## src/rtl/smc_pkg.sv

```systemverilog
package smc_pkg;

    localparam int DW      = 16;
    localparam int BEATS   = 4;
    localparam int BEAT_W  = 2;
    localparam int SHORT_W = 4;
    localparam int ACC_W   = 5;
    localparam int CNT_W   = ACC_W;

    typedef enum logic [2:0] {
        PH_IDLE,
        PH_ASET,
        PH_CSET,
        PH_ACC,
        PH_PAGE,
        PH_CHOLD,
        PH_AHOLD,
        PH_DONE
    } phase_e;

    typedef struct packed {
        logic [SHORT_W-1:0] tacs;
        logic [SHORT_W-1:0] tcos;
        logic [ACC_W-1:0]   tacc;
        logic [SHORT_W-1:0] tcoh;
        logic [SHORT_W-1:0] tcah;
        logic [SHORT_W-1:0] tacp;
        logic               page;
    } bank_timing_t;

    // first phase of an access, skipping zero-length setup phases
    function automatic phase_e first_phase(bank_timing_t c);
        if (c.tacs != '0) return PH_ASET;
        if (c.tcos != '0) return PH_CSET;
        return PH_ACC;
    endfunction

    // phase that follows the last strobe beat
    function automatic phase_e tail_phase(bank_timing_t c);
        if (c.tcoh != '0) return PH_CHOLD;
        if (c.tcah != '0) return PH_AHOLD;
        return PH_DONE;
    endfunction

    // cycles minus one spent in a phase; only called for phases of nonzero length
    function automatic logic [CNT_W-1:0] phase_len_m1(phase_e p, bank_timing_t c);
        logic [CNT_W-1:0] n;
        case (p)
            PH_ASET:  n = CNT_W'(c.tacs) - CNT_W'(1);
            PH_CSET:  n = CNT_W'(c.tcos) - CNT_W'(1);
            PH_ACC:   n = c.tacc;
            PH_PAGE:  n = (c.tacp == '0) ? '0 : CNT_W'(c.tacp) - CNT_W'(1);
            PH_CHOLD: n = CNT_W'(c.tcoh) - CNT_W'(1);
            PH_AHOLD: n = CNT_W'(c.tcah) - CNT_W'(1);
            default:  n = '0;
        endcase
        return n;
    endfunction

    function automatic logic cs_phase(phase_e p);
        return (p == PH_CSET) || (p == PH_ACC) || (p == PH_PAGE) || (p == PH_CHOLD);
    endfunction

    function automatic logic strobe_phase(phase_e p);
        return (p == PH_ACC) || (p == PH_PAGE);
    endfunction

endpackage

```

## src/rtl/smc_bank_select.sv

```systemverilog
module smc_bank_select
    import smc_pkg::*;
#(
    parameter int NBANK  = 4,
    parameter int BANK_W = 2
) (
    input  logic                      clk,
    input  logic                      rst,
    input  logic [BANK_W-1:0]         sel_bank,
    input  logic                      capture,
    input  logic                      busy,
    input  logic [NBANK*SHORT_W-1:0]  cfg_tacs,
    input  logic [NBANK*SHORT_W-1:0]  cfg_tcos,
    input  logic [NBANK*ACC_W-1:0]    cfg_tacc,
    input  logic [NBANK*SHORT_W-1:0]  cfg_tcoh,
    input  logic [NBANK*SHORT_W-1:0]  cfg_tcah,
    input  logic [NBANK*SHORT_W-1:0]  cfg_tacp,
    input  logic [NBANK-1:0]          cfg_wide,
    input  logic [NBANK-1:0]          cfg_page,
    output bank_timing_t              timing,
    output logic                      wide
);

    bank_timing_t bank_t [NBANK];
    bank_timing_t live_t;
    bank_timing_t held_t;
    logic         live_w;
    logic         held_w;

    for (genvar g = 0; g < NBANK; g++) begin : g_unpack
        assign bank_t[g] = '{
            tacs: cfg_tacs[g*SHORT_W +: SHORT_W],
            tcos: cfg_tcos[g*SHORT_W +: SHORT_W],
            tacc: cfg_tacc[g*ACC_W +: ACC_W],
            tcoh: cfg_tcoh[g*SHORT_W +: SHORT_W],
            tcah: cfg_tcah[g*SHORT_W +: SHORT_W],
            tacp: cfg_tacp[g*SHORT_W +: SHORT_W],
            page: cfg_page[g]
        };
    end

    assign live_t = bank_t[sel_bank];
    assign live_w = cfg_wide[sel_bank];

    always_ff @(posedge clk) begin
        if (rst) begin
            held_t <= '0;
            held_w <= 1'b0;
        end else if (capture) begin
            held_t <= live_t;
            held_w <= live_w;
        end
    end

    assign timing = busy ? held_t : live_t;
    assign wide   = busy ? held_w : live_w;

endmodule

```

## src/rtl/smc_sequencer.sv

```systemverilog
module smc_sequencer
    import smc_pkg::*;
(
    input  logic              clk,
    input  logic              rst,
    input  logic              start,
    input  bank_timing_t      timing,
    output phase_e            phase,
    output logic [BEAT_W-1:0] beat,
    output logic              beat_end,
    output logic              enter_page
);

    logic [CNT_W-1:0] cnt;
    logic             last;
    phase_e           nxt;

    assign last = (cnt == '0);

    always_comb begin
        nxt = phase;
        case (phase)
            PH_IDLE:  if (start) nxt = first_phase(timing);
            PH_ASET:  if (last) nxt = (timing.tcos != '0) ? PH_CSET : PH_ACC;
            PH_CSET:  if (last) nxt = PH_ACC;
            PH_ACC,
            PH_PAGE:  if (last) nxt = (timing.page && beat != BEAT_W'(BEATS-1))
                                      ? PH_PAGE : tail_phase(timing);
            PH_CHOLD: if (last) nxt = (timing.tcah != '0) ? PH_AHOLD : PH_DONE;
            PH_AHOLD: if (last) nxt = PH_DONE;
            PH_DONE:  nxt = PH_IDLE;
            default:  nxt = PH_IDLE;
        endcase
    end

    assign beat_end   = strobe_phase(phase) && last;
    assign enter_page = beat_end && (nxt == PH_PAGE);

    always_ff @(posedge clk) begin
        if (rst) begin
            phase <= PH_IDLE;
            cnt   <= '0;
            beat  <= '0;
        end else begin
            phase <= nxt;
            if ((nxt != phase) || enter_page)
                cnt <= phase_len_m1(nxt, timing);
            else if (!last)
                cnt <= cnt - CNT_W'(1);
            if (start && phase == PH_IDLE)
                beat <= '0;
            else if (enter_page)
                beat <= beat + BEAT_W'(1);
        end
    end

endmodule

```

## src/rtl/smc_bus_io.sv

```systemverilog
module smc_bus_io
    import smc_pkg::*;
#(
    parameter int NBANK  = 4,
    parameter int BANK_W = 2,
    parameter int ADDR_W = 16
) (
    input  logic                clk,
    input  logic                rst,
    input  logic                start,
    input  logic [BANK_W-1:0]   req_bank,
    input  logic [ADDR_W-1:0]   req_addr,
    input  logic                req_write,
    input  logic [BEATS*DW-1:0] req_wdata,
    input  logic                wide,
    input  phase_e              phase,
    input  logic [BEAT_W-1:0]   beat,
    input  logic                beat_end,
    input  logic                enter_page,
    input  logic [DW-1:0]       mem_din,
    output logic [ADDR_W-1:0]   mem_addr,
    output logic [NBANK-1:0]    mem_cs_n,
    output logic                mem_oe_n,
    output logic                mem_we_n,
    output logic [DW-1:0]       mem_dout,
    output logic                mem_doe,
    output logic [BEATS*DW-1:0] rdata,
    output logic                ack
);

    logic [ADDR_W-1:0]   addr_r;
    logic [BANK_W-1:0]   bank_r;
    logic                wr_r;
    logic [BEATS*DW-1:0] wdata_r;
    logic [BEATS*DW-1:0] rdata_r;
    logic [DW-1:0]       wbeat;
    logic [DW-1:0]       rbeat;
    logic                cs_on;
    logic                strobe_on;

    assign cs_on     = cs_phase(phase);
    assign strobe_on = strobe_phase(phase);
    assign rbeat     = wide ? mem_din : {8'h00, mem_din[7:0]};

    always_ff @(posedge clk) begin
        if (rst) begin
            addr_r  <= '0;
            bank_r  <= '0;
            wr_r    <= 1'b0;
            wdata_r <= '0;
            rdata_r <= '0;
        end else if (start) begin
            addr_r  <= req_addr;
            bank_r  <= req_bank;
            wr_r    <= req_write;
            wdata_r <= req_wdata;
            rdata_r <= '0;
        end else begin
            if (enter_page)
                addr_r <= addr_r + (wide ? ADDR_W'(2) : ADDR_W'(1));
            if (beat_end && !wr_r)
                rdata_r[int'(beat)*DW +: DW] <= rbeat;
        end
    end

    for (genvar g = 0; g < NBANK; g++) begin : g_cs
        assign mem_cs_n[g] = !(cs_on && (bank_r == BANK_W'(g)));
    end

    assign wbeat    = wdata_r[int'(beat)*DW +: DW];
    assign mem_addr = addr_r;
    assign mem_oe_n = !(strobe_on && !wr_r);
    assign mem_we_n = !(strobe_on && wr_r);
    assign mem_doe  = cs_on && wr_r;
    assign mem_dout = !mem_doe ? '0 : (wide ? wbeat : {8'h00, wbeat[7:0]});
    assign rdata    = rdata_r;
    assign ack      = (phase == PH_DONE);

endmodule

```

## src/rtl/smc_top.sv

```systemverilog
module smc_top
    import smc_pkg::*;
#(
    parameter int NBANK  = 4,
    parameter int ADDR_W = 16,
    localparam int BANK_W = (NBANK > 1) ? $clog2(NBANK) : 1
) (
    input  logic                      clk,
    input  logic                      rst,
    input  logic                      req_valid,
    input  logic [BANK_W-1:0]         req_bank,
    input  logic [ADDR_W-1:0]         req_addr,
    input  logic                      req_write,
    input  logic [BEATS*DW-1:0]       req_wdata,
    output logic                      ack,
    output logic [BEATS*DW-1:0]       rdata,
    input  logic [NBANK*SHORT_W-1:0]  cfg_tacs,
    input  logic [NBANK*SHORT_W-1:0]  cfg_tcos,
    input  logic [NBANK*ACC_W-1:0]    cfg_tacc,
    input  logic [NBANK*SHORT_W-1:0]  cfg_tcoh,
    input  logic [NBANK*SHORT_W-1:0]  cfg_tcah,
    input  logic [NBANK*SHORT_W-1:0]  cfg_tacp,
    input  logic [NBANK-1:0]          cfg_wide,
    input  logic [NBANK-1:0]          cfg_page,
    output logic [ADDR_W-1:0]         mem_addr,
    output logic [NBANK-1:0]          mem_cs_n,
    output logic                      mem_oe_n,
    output logic                      mem_we_n,
    output logic [DW-1:0]             mem_dout,
    output logic                      mem_doe,
    input  logic [DW-1:0]             mem_din
);

    phase_e            phase;
    logic [BEAT_W-1:0] beat;
    logic              beat_end;
    logic              enter_page;
    logic              busy;
    logic              start;
    logic              wide;
    bank_timing_t      timing;

    assign busy  = (phase != PH_IDLE);
    assign start = req_valid && !busy;

    smc_bank_select #(.NBANK(NBANK), .BANK_W(BANK_W)) u_bank (
        .clk      (clk),
        .rst      (rst),
        .sel_bank (req_bank),
        .capture  (start),
        .busy     (busy),
        .cfg_tacs (cfg_tacs),
        .cfg_tcos (cfg_tcos),
        .cfg_tacc (cfg_tacc),
        .cfg_tcoh (cfg_tcoh),
        .cfg_tcah (cfg_tcah),
        .cfg_tacp (cfg_tacp),
        .cfg_wide (cfg_wide),
        .cfg_page (cfg_page),
        .timing   (timing),
        .wide     (wide)
    );

    smc_sequencer u_seq (
        .clk        (clk),
        .rst        (rst),
        .start      (start),
        .timing     (timing),
        .phase      (phase),
        .beat       (beat),
        .beat_end   (beat_end),
        .enter_page (enter_page)
    );

    smc_bus_io #(.NBANK(NBANK), .BANK_W(BANK_W), .ADDR_W(ADDR_W)) u_io (
        .clk        (clk),
        .rst        (rst),
        .start      (start),
        .req_bank   (req_bank),
        .req_addr   (req_addr),
        .req_write  (req_write),
        .req_wdata  (req_wdata),
        .wide       (wide),
        .phase      (phase),
        .beat       (beat),
        .beat_end   (beat_end),
        .enter_page (enter_page),
        .mem_din    (mem_din),
        .mem_addr   (mem_addr),
        .mem_cs_n   (mem_cs_n),
        .mem_oe_n   (mem_oe_n),
        .mem_we_n   (mem_we_n),
        .mem_dout   (mem_dout),
        .mem_doe    (mem_doe),
        .rdata      (rdata),
        .ack        (ack)
    );

endmodule

```

## config.mk

```make
export PLATFORM = sky130hd
export DESIGN_NAME = smc_top
export DESIGN_NICKNAME = d
export VERILOG_FILES = /design/src/rtl/smc_pkg.sv /design/src/rtl/smc_bank_select.sv /design/src/rtl/smc_sequencer.sv /design/src/rtl/smc_bus_io.sv /design/src/rtl/smc_top.sv
export SDC_FILE = /design/constraint.sdc
export NUM_CORES = 1
export LEC_CHECK = 0
export BUFFER_PORTS_ARGS = -buffer_cell sky130_fd_sc_hd__clkbuf_2
export CORE_ASPECT_RATIO = 1.2
export CORE_UTILIZATION = 55
export CTS_CLUSTER_DIAMETER = 30
export DETAILED_ROUTE_END_ITERATION = 7
export GPL_TIMING_DRIVEN = 0
export PLACE_DENSITY = 0.95
export REMOVE_ABC_BUFFERS = 1
export SETUP_SLACK_MARGIN = 0.4
export SYNTH_ARGS = -nofsm -noshare
export SYNTH_HDL_FRONTEND = slang
export SYNTH_SLANG_ARGS = --single-unit
```

## constraint.sdc

```tcl
create_clock -name clk -period 9.3 [get_ports clk]
set_clock_uncertainty 0.2 [all_clocks]
set_input_delay 0.465 -clock clk [delete_from_list [all_inputs] [get_ports clk]]
set_output_delay 0.465 -clock clk [all_outputs]
set_load 0.1 [all_outputs]
```

==> results of run 1 <==
[worst max path at each step]
| stage | endpoint | cells after the start |
|---|---|---|
| 2_1_floorplan | u_seq.cnt[2] | 17 |
| 3_3_place_gp | u_seq.cnt[2] | 17 |
| 3_5_place_dp | u_seq.cnt[2] | 18 |
| 4_1_cts | u_seq.cnt[2] | 18 |
| 5_1_grt | u_seq.cnt[2] | 18 |
| 6_report | u_seq.cnt[2] | 18 |
[layout by cell type, fill, tap and decap left out, types with 6 or more instances in the layout]
cell type,Yosys,layout
a211oi_1,13,13
a21oi_1,132,132
a22oi_1,41,41
a311oi_1,6,6
and3_1,21,21
clkbuf_16,0,17
clkbuf_2,0,312
dfxtp_1,184,184
ha_1,15,15
inv_1,17,17
mux2_4,6,6
mux2i_1,9,9
mux4_2,38,38
nand2_1,250,249
nand3_1,33,33
nor2_1,86,86
nor3_1,10,10
nor4_1,6,6
o21ai_0,11,11
or3_1,9,9
xnor2_1,9,9
xor2_1,8,8
[critical path: stages (launching register included)]
cell      delay [ps]
dfxtp_1          460
nor3_4          1100
nand2_4          460
buf_16           390
a211oi_1         500
nand2b_1         130
a21o_1           210
o21a_4           140
inv_1            100
ha_1             330
inv_1            110
nor2_1           170
a31oi_1           70
o221ai_1         390
ha_1             270
xnor2_1           80
a21oi_1          150
nor2_1            60
mux2_4           260
[registers in the layout (all words and copies together) (netlist names)]
register       cells
u_io.mem_addr     16
u_io.wr_r          1
u_bank.held_t     26
u_bank.held_w      1
u_seq.phase        3
u_seq.beat         2
u_io.bank_r        2
u_seq.cnt          5
u_io.rdata        64
u_io.wdata_r      64
[cell families after synthesis]
logic type / after synthesis
and+or+nand+nor: 447
AOI/OAI and AO/OA: 237
DFF: 184
buffers and inverters: 95
muxes: 63
xor gates and xnor gates: 17
adders and majority gates: 16
[layer usage]
metal | vias up | GRT usage | share of wire | wire length, um
met1 | 4293 | 0.334 | 0.36 | 9540
met2 | 499 | 0.555 | 0.52 | 13800
met5 | - | 0 | 0 | 0
met3 | 102 | 0.0495 | 0.068 | 1800
met4 | 0 | 0.193 | 0.056 | 1480
li1 | 4268 | - | - | -
[per-stage QoR]
stage | cells | util
after floorplan | 981 | -
after global placement | 1506 | 0.656
after detailed placement | 1511 | 0.665
after CTS | 1543 | 0.702
after global routing | 1544 | 0.702
final | 1544 | 0.702
[final cells by class]
class                           count  area, um2  area share
Multi-Input combinational cell    780       5060       0.445
Sequential cell                   184       3680       0.324
Timing Repair Buffer              318       1700       0.149
Clock buffer                       17        425      0.0374
Tap cell                          212        265      0.0233
Clock inverter                     15        176      0.0155
Inverter                           17       63.8     0.00561
Antenna cell                        1       2.50    0.000220
[report_power, final]
part	leakage, nW	internal [mW]	switching (mW)
logic	3.01	0.418	0.768
registers	1.50	0.897	0.0893
clock network	0.293	0.386	0.347
==> impl_summary.md, run 1 <==
Clock tree
The TritonCTS clock tree is done. Buffers added to address setup during post-CTS repair amount to 0. Clock-pin slew was measured on the worst setup and hold paths at 70 ps. Once the clock tree was built, the resizer swapped 0 gates to a different size.

The maximum clock path buffer count is 2. The total clock sinks is 184. At the later pin of the worst-skew pair, clock insertion delay measures 430 ps.

CTS built an H-tree with a depth of 4. The number of buffers created by CTS is 17. The tree is rooted in a clkbuf_16.

The hold buffer count at cts is 0.

Synth
The combinational family with the most area after synthesis is simple AND/OR/NAND/NOR gates. The multiplexer share of the synthesized area is 0.134. The parity-gate share of the synthesized area counting xor and xnor cells is 0.0163. For this run, the leading register cell type out of synthesis is dfxtp_1. The Yosys step of the flow raised 0 warnings. The synthesized cell area is 9140 um2. Of the total synthesized cell area, the portion taken by full adders, half adders and majority gates is 0.0227. After synthesis, the netlist uses 68 different library cells. The most common cell in the synthesized netlist is nand2_1. The synthesized design contains 0 enable-type register cells. Dividing the synthesized area by the synthesized cell count gives 8.63 um2.

The synthesized-area fraction occupied by and/or/nand/nor cells is 0.217. Of the post-synthesis cell area, the dominant cell type holds 0.403. Of the synthesized area, sequential elements account for 0.403. The post-synthesis compound-gate area fraction is 0.162. The count of state elements after synthesis is 184. In the synthesized netlist, the cells that appear most often are nand2_1 (250), dfxtp_1 (184), a21oi_1 (132).

By area the synthesized netlist is led by dfxtp_1 (40%), nand2_1 (10%), mux4_2 (9.4%). For this run, asynchronously set or reset flops after synthesis account for 0. Synthesis produced a netlist whose cell count is 1059. The library cell occupying the most area in the post-synthesis netlist is dfxtp_1.

Worst setup path
The number of cells on the worst reg-to-reg path is 18. The worst-path maximum fanout is 96. Data on the critical path is required at its endpoint by 9420 ps.

The data arrival time at the worst-slack endpoint is 5850 ps. The critical path is of the reg2reg type. The start point of the critical path is u_seq.phase[1]. The kind of start point of the critical path is a flip-flop. The setup check on the worst reg-to-reg path leaves a slack of 3570 ps. The worst setup path is captured at a flip-flop. The source of the worst register-to-register timing path is u_seq.phase[1]. The endpoint of the lowest-slack register-to-register path is u_seq.cnt[2].

Cells and area
With fillers left out, the area of the finished cells amounts to 11400 um2. Counting the fill cells in the layout gives 1210. In the final layout, the share of cells above drive strength 1 is 0.313. The post-synthesis to final-layout area growth is 24.5%. In the final design database the tool counted 1544 nets.

Pwr
After layout, the design draws a total of 2.91 mW. Dividing total power by cell area gives a power density of 255 nW/um2. The peak supply drop is 0.212 mV. For this design the static power due to leakage is 4.81 nW.

Placement
Port buffering added 313 buffers. Once placement finished, the instance area stood at 10800 um2. Routability-driven placement finished with a final weighted congestion of 0.930. The estimated wirelength of the detail-placed design is 19200 um. The pre-CTS setup slack is 3660 ps.

GRT
The first global-routing pass estimated 41500 um of wire. The via count of the first global-routing pass is 8728. Entering global routing, the biggest net connects 97 pins. The initial antenna violation count was 1. The combined global-route utilization of all metal layers is 0.307. The total overflow left after global routing is 0.

Timing
The least setup slack across all paths after layout is 3570 ps. The final number of max-transition violations is 0. Static timing analysis puts the maximum clock frequency at 174 MHz.

The total count of hold-check failures in the final report is 0. The final period demand of the worst path is 5730 ps. The total negative setup slack is 0 ps. The final count of negative-setup-slack endpoints is 0. The slew at the pin closest to its max-slew limit is 1320 ps. The post-route fraction of the period consumed by the critical path is 0.616. The worst pin sits at a relative slew slack of 0.119. The final hold slack is 46.0 ps.

Setup repair after global routing left no endpoint under its margin.

Route
In this run, the number of DRC markers left after iteration 0 of detailed routing was 789. The total DRC errors in the routed layout is 0. Dividing the detail-routed wire length by the instance count gives 17.2 um.

In the routed layout, each cell is associated on average with a via count of 5.93. The overall via count from detail_route is 9162. In this run the remaining antenna-violating nets after routing total 0.

The first detailed-routing pass took 6 iterations. After detailed routing, the total wire length is 26600 um.

Floorplanning
The die covers 17100 um2. 314 I/O pins were placed. The area inside the core boundary is 16200 um2. In this run the vertical extent of the chip is 143 um. The initial standard-cell utilization of the core is 0.564. The die is 120 um wide. The row count is 51.

Job
Across the run, the number of max-cap violations was 0.

Worst hold path
The worst hold path endpoint is u_io.mem_addr[1]. The worst min-delay path startpoint is req_addr[1]. The worst hold path passes through 3 cells. The worst min-delay path class is in2reg.

Run status
The run finished with clean final reports.
Note: power is estimated with default switching activity, not from simulation.
==> run 2: changes to the inputs <==
ABC_AREA = 1   (was unset)
CORE_UTILIZATION = 46   (was 55)
PLACE_DENSITY = 0.85   (was 0.95)
clock period = 5.2 ns   (was 9.3 ns; I/O delays follow)
==> run 2 against run 1 <==
Against the previous run:
- clock power grew 73%
- global-route usage grew 0.088 points
- via count grew 24%
- critical path depth grew 1
- flip-flop and latch count is the same
==> impl_summary.md, run 2 <==
Run status
The run finished with clean final reports.

Pwr
The leakage power is 5.56 nW. The power dissipated by switching net loads is 2.51 mW. The sequential cell fraction of total power is 0.320. The combinational share of power is 0.450. The internal power of the cells totals 3.01 mW. In this run the power density over the cells is 436 nW/um2. The share of total power consumed by net switching is 0.455. The clock share of power is 0.230. The worst-case IR drop observed on VDD is 0.400 mV.

Synth
The parity-gate share of the synthesized area counting xor and xnor cells is 0.00826. The number of instances in the synthesized netlist is 1423. The post-synthesis compound-gate area fraction is 0.203. The warning count from the yosys run is 0.

Of the total synthesized cell area, the portion taken by AND, OR, NAND and NOR gates is 0.296. The most instantiated library cell after synthesis is nand2_1. The share of synthesized registers carrying an async set or reset is 0.

Synthesis instantiated 48 different standard cells from the library. By count the netlist is led by nand2_1 (422), dfxtp_1 (184), a21oi_1 (162). After synthesis, the largest family of logic cells by area is simple AND/OR/NAND/NOR gates. For this run, the register share of the synthesized area comes to 0.386. Synthesis inferred 184 register bits. The mean area per synthesized cell is 6.70 um2. The multiplexer share of the synthesized area is 0.

The share of synthesized area in the top cell type comes to 0.386. The biggest area contributor in the post-synthesis netlist is dfxtp_1. The most used flip-flop cell after synthesis is dfxtp_1. Ranked by total cell area, the synthesized netlist is headed by dfxtp_1 (39%), nand2_1 (17%), a21oi_1 (8.5%). The synthesized cell area is 9540 um2. The number of synthesized flops with an enable pin is 0.

The fraction of the mapped netlist area in adder cells is 0.0218.

Route
The per-cell routed wire length is 16.1 um. The detailed-route vias per instance is 5.56. In this run the remaining antenna-violating nets after routing total 0. For this block, the initial DRC count from the detailed router was 1160.

Wires add up to 32800 um. The first TritonRoute pass finished after 5 iterations. The total DRC errors in the routed layout is 0. Summing over every cut layer, the via total after detailed routing is 11400.

Clock tree
The clock latency on the worst-skew pair is 430 ps. The TritonCTS clock tree is done. The number of buffers created by CTS is 17. The clock root buffer is clkbuf_16. The maximum clock path buffer count is 2.

Counting every sink on the clock net gives 184. The CTS clock-pin slew for the worst setup and hold paths is 70 ps. The H-tree was split into 4 levels.

The number of setup buffers added after CTS is 0.

Timing
The worst path needs 4460 ps of the cycle, external delays included. The worst path meets setup with 744 ps of slack. The final number of max-transition violations is 0. At the pin with the least slew margin, the transition time is 1020 ps. The post-route fraction of the period consumed by the critical path is 0.857. Headroom to the max-slew limit came out at 0.318. Setup repair after global routing left no endpoint under its margin. Static timing analysis puts the maximum clock frequency at 224 MHz. The total count of hold-check failures in the final report is 0. Setup violations remaining at the end of the flow were counted as 0.

Worst setup path
The worst reg-to-reg setup slack is 740 ps. The endpoint of the lowest-slack register-to-register path is u_io.mem_addr[15]. On the critical path, the stage with the largest delay is an instance of dfxtp_1. In this design, the stage delay of the slowest critical-path cell is 390 ps. The critical path is of the reg2reg type. The cell depth of the worst flop-to-flop path is 19. The most critical setup path has its endpoint at u_io.mem_addr[15].

The data arrival time at the worst-slack endpoint is 4530 ps. For the worst setup path, the data required time is 5270 ps. The kind of start point of the critical path is a flip-flop. The type of destination of the critical path is a flip-flop. The start point of the critical path is u_seq.phase[0]. The worst-path maximum fanout is 34. The critical path goes through nor2_4 > nand2_4 > inv_4 > nand2_1 > nand2_2 > inv_1 > ha_1 > a21oi_1 > nor2_1 > nand4_1 > or2_2 > nor2_1 > nand4_1 > nor2_1 > nand2_1 > o21ai_0 > nand2_1 > o21ai_0 > a21oi_1. The worst register-to-register path begins at u_seq.phase[0].

GRT
The combined global-route utilization of all metal layers is 0.308. The global-route wire length before repair is 52600 um. Global routing finished with a remaining overflow of 0. The via count of the first global-routing pass is 10900. The largest net degree at the start of global routing is 60. The initial antenna violation count was 2.

Job
Across the run, the number of max-cap violations was 0.

Cells and area
Excluding fillers, the count of instances in the completed layout stands at 2043. The leading cell type in the layout, fill and taps excluded is nand2_1. The library cells used most frequently in the layout, excluding fill and tap cells, are nand2_1 (421), clkbuf_2 (312), dfxtp_1 (183). The final layout contains 1990 nets. After filler insertion, the fill cell instance count of the layout stands at 1706.

Relative to the synthesized area, the layout overhead comes to 32.6%. In the final layout, the share of cells above drive strength 1 is 0.219.

Floorplanning
In this run the standard cell core region covers 20300 um2. The die covers 21300 um2. Measured along the y axis, the die boundary spans 160 um. The x dimension of the die is 133 um. The initial standard-cell utilization of the core is 0.471.

The row count is 57. The number of I/O pins is 314.

Placement
Timing analysis after detailed placement gives a worst setup slack of 172 ps. The number of buffers inserted by port buffering is 313. The estimated wirelength of the detail-placed design is 19600 um. The number of placed instances, taps included is 1918.

The congestion estimate from routability-driven global placement came to 0.862.

Worst hold path
The startpoint identified for the worst hold timing path is cfg_tacs[8]. The path class of the tightest hold or removal check is in2reg.
-- run 2: cell types whose count changed in the layout (fill, tap and decap cells not counted), sizes merged, moves of 9 or more --
| cell | change |
|---|---|
| and3 | -21 |
| nand3 | +81 |
| a211oi | -13 |
| a22oi | -41 |
| mux2i | -9 |
| a21oi | +34 |
| o21ai | +122 |
| nand2 | +181 |
| mux2 | -11 |
| mux4 | -43 |
| inv | +88 |
| or3 | -9 |
| dlygate4sd3 | +92 |
-- run 2: per-stage QoR --
stage	power (mW)	hold slack, ps	area [um2]	util	setup TNS [ps]
after floorplan	3.52	122	9130	-	-341030
after global routing	5.85	31.5	12600	0.624	0
final	5.52	19.6	12600	0.624	0
after CTS	5.45	8.30	12600	0.624	0
after global placement	4.05	236	11000	0.545	-1088240
after detailed placement	4.13	248	11200	0.551	0
-- run 2: critical path: cells and delay by family, from the launching register on --
kind | cells | cell delay (ps)
and+or+nand+nor | 12 | 2260
adders and majority gates | 1 | 310
buffers and inverters | 2 | 530
DFF | 1 | 390
AOI/OAI and AO/OA | 4 | 580
-- run 2: final cells by class --
| class | count | area (um2) | area share |
|---|---|---|---|
| Tap cell | 265 | 332 | 0.0262 |
| Inverter | 107 | 407 | 0.0322 |
| Clock inverter | 14 | 129 | 0.0102 |
| Timing Repair Buffer | 410 | 2610 | 0.206 |
| Antenna cell | 1 | 2.50 | 0.000198 |
| Multi-Input combinational cell | 1044 | 5060 | 0.400 |
| Sequential cell | 184 | 3680 | 0.291 |
| Clock buffer | 18 | 429 | 0.0339 |
-- run 2: repair_timing --
action                                  CTS  global route
hold buffers                             92             0
hold endpoints to repair                114             0
endpoints found under the setup margin    0             3
resized for setup                         0             2
-- run 2: cells by family (layout without fill, tap and decap cells) --
group | Yosys count | count (layout)
and+or+nand+nor | 668 | 668
AOI/OAI and AO/OA | 351 | 351
buffers and inverters | 195 | 549
DFF | 184 | 184
adders and majority gates | 16 | 16
xor gates and xnor gates | 9 | 9
other | 0 | 1
-- run 2: worst min path at each step --
stage / endpoint / slack (ps) / cells after the start
after global routing: u_bank.held_t[25] / 30 / 5
final: u_bank.held_t[22] / 20 / 5
after floorplan: u_seq.cnt[1] / 120 / 1
after CTS: u_bank.held_t[7] / 8 / 5
after global placement: u_bank.held_t[1] / 240 / 2
after detailed placement: u_bank.held_t[1] / 250 / 2
-- run 2: layer usage --
layer  share of wire  GRT usage  vias to the layer above  routed length (um)
li1                -          -                     5394                   -
met1            0.39      0.356                     5173               12900
met2            0.48      0.521                      631               15700
met3           0.077     0.0622                      167                2520
met4           0.050      0.188                        2                1640
met5         0.00046          0                        -                  15
-- run 2: power by group through the flow --
stage                     clock, mW  combinational (mW)  sequential [mW]
final                          1.27                2.48             1.77
after global routing           1.33                2.73             1.78
after CTS                      1.27                2.43             1.75
after detailed placement          0                2.35             1.78
after global placement            0                2.27             1.77
after floorplan                   0                1.49             2.03
